<file path="config.mk">
export PLATFORM = sky130hd
export DESIGN_NAME = prio_irq_ctrl
export DESIGN_NICKNAME = d
export VERILOG_FILES = /design/src/rtl/prio_irq_ctrl.sv
export SDC_FILE = /design/constraint.sdc
export NUM_CORES = 1
export LEC_CHECK = 0
export BUFFER_PORTS_ARGS = -buffer_cell sky130_fd_sc_hd__clkbuf_2
export CAP_MARGIN = 40
export CORE_UTILIZATION = 65
export DETAILED_ROUTE_END_ITERATION = 10
export PLACE_DENSITY = 0.85
export SKIP_LAST_GASP = 1
export SYNTH_ARGS = -nofsm -noshare
export SYNTH_HDL_FRONTEND = slang
export SYNTH_SLANG_ARGS = --single-unit
</file>
<file path="constraint.sdc">
create_clock -name clk -period 81.7 [get_ports clk]
set_input_delay 16.34 -clock clk [delete_from_list [all_inputs] [get_ports clk]]
set_output_delay 16.34 -clock clk [all_outputs]
set_load 0.03 [all_outputs]
</file>
<file path="src/rtl/prio_irq_ctrl.sv">
`timescale 1ns/1ps
module prio_irq_ctrl #(
  parameter int NSRC = 31,
  parameter int NCTX = 2,
  parameter int PW   = 3,
  parameter int AW   = 26
) (
  input  logic            clk,
  input  logic            rst_n,
  input  logic [NSRC:1]   src_i,
  input  logic [AW-1:0]   addr,
  input  logic            we,
  input  logic            re,
  input  logic [31:0]     wdata,
  output logic [31:0]     rdata,
  output logic [NCTX-1:0] irq
);
  localparam int IW = $clog2(NSRC + 1);
  localparam int CW = (NCTX > 1) ? $clog2(NCTX) : 1;
  localparam int NW = (NSRC + 32) / 32;
  localparam logic [31:0] PRIO_END  = 32'(4 * (NSRC + 1));
  localparam logic [31:0] EN_BASE   = 32'h2000;
  localparam logic [31:0] EN_END    = EN_BASE + 32'(32'h80 * NCTX);
  localparam logic [31:0] CT_BASE   = 32'h20_0000;
  localparam logic [31:0] CT_END    = CT_BASE + 32'(32'h1000 * NCTX);

  logic [PW-1:0] prio [1:NSRC];
  logic [NSRC:1] en   [NCTX];
  logic [PW-1:0] thr  [NCTX];
  logic [NSRC:1] pend, busy;
  logic [IW-1:0] best [NCTX];
  logic [PW-1:0] bp   [NCTX];

  logic [31:0]   a32;
  logic [IW-1:0] pidx, cid;
  logic [4:0]    en_word;
  logic [CW-1:0] en_ctx, ct_ctx;
  logic [11:0]   ct_reg;
  logic          hit_prio, hit_en, hit_ct, hit_thr, hit_clm;
  logic          claim_go, done_go;

  assign a32      = 32'(addr);
  assign pidx     = IW'(a32 >> 2);
  assign en_word  = 5'((a32 - EN_BASE) >> 2);
  assign en_ctx   = CW'((a32 - EN_BASE) >> 7);
  assign ct_ctx   = CW'((a32 - CT_BASE) >> 12);
  assign ct_reg   = 12'(a32 - CT_BASE);

  assign hit_prio = a32 < PRIO_END && a32[1:0] == 2'b00 && pidx != '0;
  assign hit_en   = a32 >= EN_BASE && a32 < EN_END && a32[1:0] == 2'b00
                    && 32'(en_word) < NW;
  assign hit_ct   = a32 >= CT_BASE && a32 < CT_END;
  assign hit_thr  = hit_ct && ct_reg == 12'h000;
  assign hit_clm  = hit_ct && ct_reg == 12'h004;

  assign cid      = IW'(wdata);
  assign claim_go = re && hit_clm && best[ct_ctx] != '0;
  assign done_go  = we && hit_clm && wdata != 32'd0 && wdata <= 32'(NSRC)
                    && busy[cid];

  always_comb begin
    for (int c = 0; c < NCTX; c++) begin
      bp[c]   = thr[c];
      best[c] = '0;
      for (int s = 1; s <= NSRC; s++) begin
        if (pend[s] && en[c][s] && prio[s] > bp[c]) begin
          bp[c]   = prio[s];
          best[c] = IW'(s);
        end
      end
      irq[c] = best[c] != '0;
    end
  end

  always_comb begin
    rdata = '0;
    if (hit_prio) rdata[PW-1:0] = prio[pidx];
    if (hit_en)
      for (int s = 1; s <= NSRC; s++)
        if (s / 32 == 32'(en_word)) rdata[s % 32] = en[en_ctx][s];
    if (hit_thr) rdata[PW-1:0] = thr[ct_ctx];
    if (hit_clm) rdata[IW-1:0] = best[ct_ctx];
  end

  always_ff @(posedge clk or negedge rst_n) begin
    if (!rst_n) begin
      for (int s = 1; s <= NSRC; s++) prio[s] <= '0;
      for (int c = 0; c < NCTX; c++) begin
        en[c]  <= '0;
        thr[c] <= '0;
      end
      pend <= '0;
      busy <= '0;
    end else begin
      if (we && hit_prio) prio[pidx] <= wdata[PW-1:0];
      if (we && hit_thr) thr[ct_ctx] <= wdata[PW-1:0];
      if (we && hit_en)
        for (int s = 1; s <= NSRC; s++)
          if (s / 32 == 32'(en_word)) en[en_ctx][s] <= wdata[s % 32];

      for (int s = 1; s <= NSRC; s++)
        if (src_i[s] && !busy[s]) begin
          pend[s] <= 1'b1;
          busy[s] <= 1'b1;
        end

      if (claim_go) pend[best[ct_ctx]] <= 1'b0;
      if (done_go)  busy[cid] <= 1'b0;
    end
  end
endmodule

</file>
======== After elaboration in Yosys (flattened, before gate mapping) ========
Cells that the tools add are included.
cells by class
  order comparisons ....................... 79
  reduce and logical (&&, ||, !) cells .... 216
  add/sub/neg operators ................... 2
  multiplexer cells ....................... 399
  equality and inequality tests ........... 1
  bitwise gates (word level) .............. 7
operators by type and width
  kind                                                                  number
  2-to-1 mux 62 bit                                                     61
  bitwise mux 62 bit                                                    31
  demux 31 bit (select 1 bit)                                           31
  2-to-1 mux 5 bit                                                      62
  2-to-1 mux 31 bit                                                     7
  2-to-1 mux 3 bit                                                      71
  greater-than comparator 3 bit                                         62
  logical AND 1 bit                                                     177
  2-to-1 mux 1 bit                                                      99
  bitwise mux 93 bit                                                    1
  AND 31 bit                                                            2
  NOT 31 bit                                                            2
  <= comparator 32 x 5 -> 1 bit (second input constant)                 1
  nonzero test 32 bit                                                   1
  zero test 1 bit                                                       31
  2-to-1 mux 30 bit                                                     1
  2-to-1 mux 29 bit                                                     1
  2-to-1 mux 28 bit                                                     1
  2-to-1 mux 27 bit                                                     1
  greater-or-equal comparator 26 x 14 -> 1 bit (second input constant)  1
  greater-or-equal comparator 26 x 22 -> 1 bit (second input constant)  1
  < comparator 26 x 14 -> 1 bit (second input constant)                 1
  < comparator 26 x 22 -> 1 bit (second input constant)                 1
  < comparator 26 x 8 -> 1 bit (second input constant)                  1
  45 further kinds                                                      56
word-level totals
  bits in registers ....................... 223
  bits of input ports ..................... 93

======== Depth between registers and ports, before layout ========
  depth after elaboration ................. 103
  gate-level depth with buffers ........... 232
  gate-level depth less buffers ........... 232

======== Worst setup path after synthesis ========
OpenSTA, ideal clock, no wires.
  kind .................................... register to output
  from .................................... reg prio[91] (netlist name)
  to ...................................... out irq[0]
  data required time ...................... 65.360 ns
  path buffers ............................ 2
  arrival ................................. 40.424 ns
  stages on the path, launching flop included .. 210
  path slack .............................. 24.936 ns
  cells stage by stage .................... dfrtp_1 > ha_1 > nor2b_1 > o21a_1 > o21ai_0 > o21ai_0 > ha_1 > nor2_1 > maj3_1 > maj3_1 > a31oi_1 > nor2_1 > ha_1 > nor2_1 > maj3_1 > maj3_1 > and3_1 > o31ai_1 > [174 not listed] > maj3_1 > and3_1 > buf_2 > mux2_2 > ha_1 > inv_1 > a21o_1 > a21oi_1 > a311oi_1 > inv_1 > mux2_2 > ha_1 > a21oi_1 > a311oi_1 > or2_2 > nor4b_1 > nand4b_1 > or4_1
on the way
  longest elaborated chain between the ends .. 94
  elaborated cells on any way between the ends .. 124
  classes of those cells .................. order compare (31); mux (61); reduce/logical (32)
RTL lines
  what                             RTL line  text
  start, declared                  27        logic [PW-1:0] prio [1:NSRC];
  start signal, assigned by index  95        if (we && hit_prio) prio[pidx] <= wdata[PW-1:0];
  greater-than comparator 3 bit    66        if (pend[s] && en[c][s] && prio[s] > bp[c]) begin
  logical AND 1 bit                66
  2-to-1 mux 3 bit                 66
  greater-than comparator 3 bit    66
  logical AND 1 bit                66
  2-to-1 mux 3 bit                 66
  greater-than comparator 3 bit    66
  logical AND 1 bit                66
  [78 not listed]                  n/a
  2-to-1 mux 3 bit                 66
  greater-than comparator 3 bit    66
  logical AND 1 bit                66
  2-to-1 mux 3 bit                 66
  greater-than comparator 3 bit    66
  logical AND 1 bit                66
  2-to-1 mux 5 bit (*)             66
  nonzero test 5 bit (*)           71        irq[c] = best[c] != '0;
  end, declared                    16        output logic [NCTX-1:0] irq
Every way passes the cells marked *; elsewhere a longest branch is shown, timed or not.

======== Final worst setup path ========
  from .................................... reg thr[2] (netlist name)
  to ...................................... out rdata[3]
on the way
  longest elaborated chain between the ends .. 97
  elaborated cells on any way between the ends .. 125
  classes of those cells .................. order compare (31); mux (63); reduce/logical (31)
RTL lines
  what                                                      RTL line  text
  start, declared                                           29        logic [PW-1:0] thr [NCTX];
  start signal, assigned by index                           96        if (we && hit_thr) thr[ct_ctx] <= wdata[PW-1:0];
  greater-than comparator 3 bit                             66
  logical AND 1 bit                                         66
  2-to-1 mux 3 bit (*)                                      66
  greater-than comparator 3 bit                             66
  logical AND 1 bit                                         66
  2-to-1 mux 3 bit (*)                                      66
  greater-than comparator 3 bit                             66
  logical AND 1 bit                                         66
  [79 not listed]                                           n/a
  greater-than comparator 3 bit                             66
  logical AND 1 bit                                         66
  2-to-1 mux 3 bit                                          66
  greater-than comparator 3 bit                             66
  logical AND 1 bit                                         66
  2-to-1 mux 5 bit (*)                                      66
  2-to-1 mux 5 bit (implied by the code) (*) (3 in series)  82        if (hit_clm) rdata[IW-1:0] = best[ct_ctx];
  2-to-1 mux 5 bit (*)                                      82
  end, declared                                             15        output logic [31:0] rdata,
Every way passes the cells marked *; elsewhere a longest branch is shown, timed or not. The select of a mux whose other input is x is not followed.

==> flow_summary.json <==
{
  "totalWireLength_mm": 70.1,
  "setup.worst_path.end_class": "output pin",
  "drcViolationCount": 0,
  "grt_first_pass_wirelength_mm": 108,
  "slew_viol_final": 0,
  "period_minus_slack_ns": 63.65,
  "layout.nets": 2561,
  "ys.flop_type": "dfrtp_1",
  "area_growth_pct": 10.0,
  "p_leak_nw": 9.93,
  "tightest_slew_ns": 0.917,
  "synth.net_count": 2492,
  "power_mw": 0.269,
  "place_area_mm2": 0.0204,
  "grt_pass1_vias": 19188,
  "status": "finished, final reports clean",
  "dieWidth_um": 175,
  "synth-seq-cells": 223,
  "synth_cell_types": 120,
  "ctsResizeCount": 0,
  "maxCapViolations": 0,
  "dp_hpwl_mm": 52.1,
  "hold_path.class": "reg2reg",
  "cpMostUsedCell": "nor2_1",
  "viasPerCell": 7.18,
  "clockRootBuffer": "clkbuf_16",
  "finClkSkew_ns": 0.0209,
  "setup_viol": 0,
  "cp_max_fo": 8,
  "synth_edf_count": 0,
  "fin_crit_sh_pct": 77.9,
  "drtPass1Iterations": 6,
  "clk_latency_ns": 0.58,
  "peakVddDrop_mv": 0.0167,
  "fill_cells": 2256,
  "slew_headroom_pct": 38.6,
  "grt_max_degree": 74,
  "rsz0062_at_grt": "no",
  "worstHoldStart": "en[0]",
  "place_congestion": 0.994,
  "synthCells": 2325,
  "cp_slowest_cell": "a311oi_1",
  "max_stage_delay_ns": 0.62,
  "vias": 20078,
  "htreeDepth": 1,
  "critical_path.startpoint": "thr[2]",
  "ioPinCount": 127,
  "fmax_mhz": 15.7,
  "async_flop_share_pct": 100,
  "dp_slack_ns": 19.50,
  "initial_core_util_pct": 66.9,
  "grt-ovfl-total": 0,
  "setup_tns_ns": 0,
  "diodes": 0,
  "yosys_warnings": 0,
  "drt_iter0_drc": 2463,
  "tritoncts": "yes",
  "critPathRequiredTime_ns": 65.36,
  "clkTransAtPathRegs_ns": 0.07,
  "cts.path.max_buffers": 3,
  "final_area_mm2": 0.0214,
  "die_h_um": 175,
  "reg2reg_from": "thr[2]",
  "netlist_area_mm2": 0.0195,
  "track_usage_pct": 45.6,
  "rows": 62,
  "port_buffers": 126,
  "cts_made_buffers": 26,
  "hold_buffers": 0,
  "core_mm2": 0.0291,
  "cts_sinks": 223,
  "yosysSeqAreaShare_pct": 28.7,
  "crit_path_start_kind": "flip-flop",
  "powerDensity_mw_per_mm2": 12.6,
  "wire_per_inst_um": 25.0,
  "postRouteAntennaNets": 0,
  "antenna_found_initial": 0,
  "finalWorstSetupSlack_ns": 18.05,
  "crit_type": "reg2out",
  "synth.avg_cell_area_um2": 8.37,
  "finalHoldViolCount": 0,
  "post_cts_buffers": 0,
  "drive_gt1_share_pct": 18.8,
  "arrival_ns": 47.31,
  "dieArea_mm2": 0.0306
}
==> area by class of cell <==
class                   count  area, µm²  share of cell area, %
repair buffers            150        902                   4.21
multi-input cells        1865      13000                   60.7
well taps                 384        480                   2.24
clock buffers              30        696                   3.25
clock inverters            17        288                   1.34
flip-flops and latches    223       5580                   26.1
inverters                 128        480                   2.24
==> cell usage after synthesis, drive strengths merged, types with 15 or more instances <==
cell | instances | area, µm²
nand3 | 99 | 510
inv | 127 | 477
nor2 | 242 | 926
maj3 | 43 | 430
o21ai | 142 | 718
nand2 | 223 | 837
o31ai | 32 | 259
a21boi | 17 | 128
o211ai | 29 | 246
clkbuf | 90 | 338
and2 | 55 | 344
nand4 | 20 | 140
o211a | 20 | 200
nand2b | 15 | 93.8
nor3 | 43 | 285
a21o | 17 | 128
or2 | 17 | 106
mux4 | 28 | 631
buf | 19 | 87.6
mux2i | 42 | 420
nor2b | 31 | 194
a211oi | 16 | 158
o22ai | 22 | 171
a31oi | 41 | 257
ha | 74 | 926
mux2 | 131 | 1480
a21oi | 182 | 937
and3 | 56 | 370
nor4 | 27 | 169
dfrtp | 223 | 5580
o21a | 21 | 159
==> sequential cells by signal, indices dropped and copies added (netlist names) <==
register and flops:
prio 93, busy 31, pend 31, thr 6, en 62
==> path summary, 6_finish.rpt <==
path | end | slack [ns] | cells past startpoint
worst min-delay path | en[0] | 0.51 | 2
max in group asynchronous | prio[66] | 64.80 | 3
min in group asynchronous | prio[7] | 15.72 | 1
worst max-delay path | rdata[3] | 18.05 | 223
worst min register to register | en[0] | 0.51 | 2
worst max register to register | pend[20] | 34.76 | 223
==> placed cells by master (no fill, tap or decap), drive strengths merged, types with 17 or more instances in the layout <==
master and instances:
dfrtp 223, and3 56, nor2 242, ha 74, nand4 20, nand2 223
inv 128, nor2b 31, clkbuf 157, mux2 131, and2 55, or2 17
o22ai 22, nor3 43, a21boi 17, a21o 17, buf 22, nand3 99
a31oi 41, o21a 21, o211a 20, maj3 43, nor4 27, o211ai 29
o31ai 32, mux4 28, o21ai 142, mux2i 42, a21oi 182
==> per-stage QoR <==
step | instances | hold slack (ns) | util [%]
final | 2797 | 0.508 | 73.6
after global routing | 2797 | 0.537 | 73.6
after CTS | 2795 | 0.511 | 73.6
after detailed placement | 2748 | 0.496 | 70.2
after global placement | 2736 | 0.485 | 69.6
after floorplan | 2325 | 0.464 | -
==> routing by layer <==
metal	vias to the layer above	global-route usage, %	part of all wire (%)
li1	8785	-	-
met1	9537	60.4	38
met2	1459	71.5	44
met3	297	9.07	12
met4	0	22.0	5.5
met5	-	0	0
==> report_power, final <==
part	internal (mW)	switching (mW)	total (mW)
clock network	0.0833	0.0525	0.136
logic	0.00571	0.0118	0.0176
registers	0.112	0.00380	0.116
total	0.201	0.0682	0.269
==> worst max-delay path, delay by kind of cell, from the launching register on <==
kind	cells	cell delay (ns)
AO/OA/AOI/OAI	80	17.12
adder cells (fa/ha/maj)	43	12.79
buffers and inverters	13	1.41
flip-flops	1	0.41
multiplexers	10	3.51
AND/OR/NAND/NOR	77	11.39
==> cell families after synthesis <==
family / Yosys count / share of synthesized area [%]
buffers and inverters: 237 / 4.65
AOI/OAI and AO/OA: 675 / 24.4
muxes: 201 / 13.0
adders and majority gates: 117 / 6.97
and+or+nand+nor: 872 / 22.4
DFF: 223 / 28.7
No activity file was read; power rests on OpenSTA's default activity.
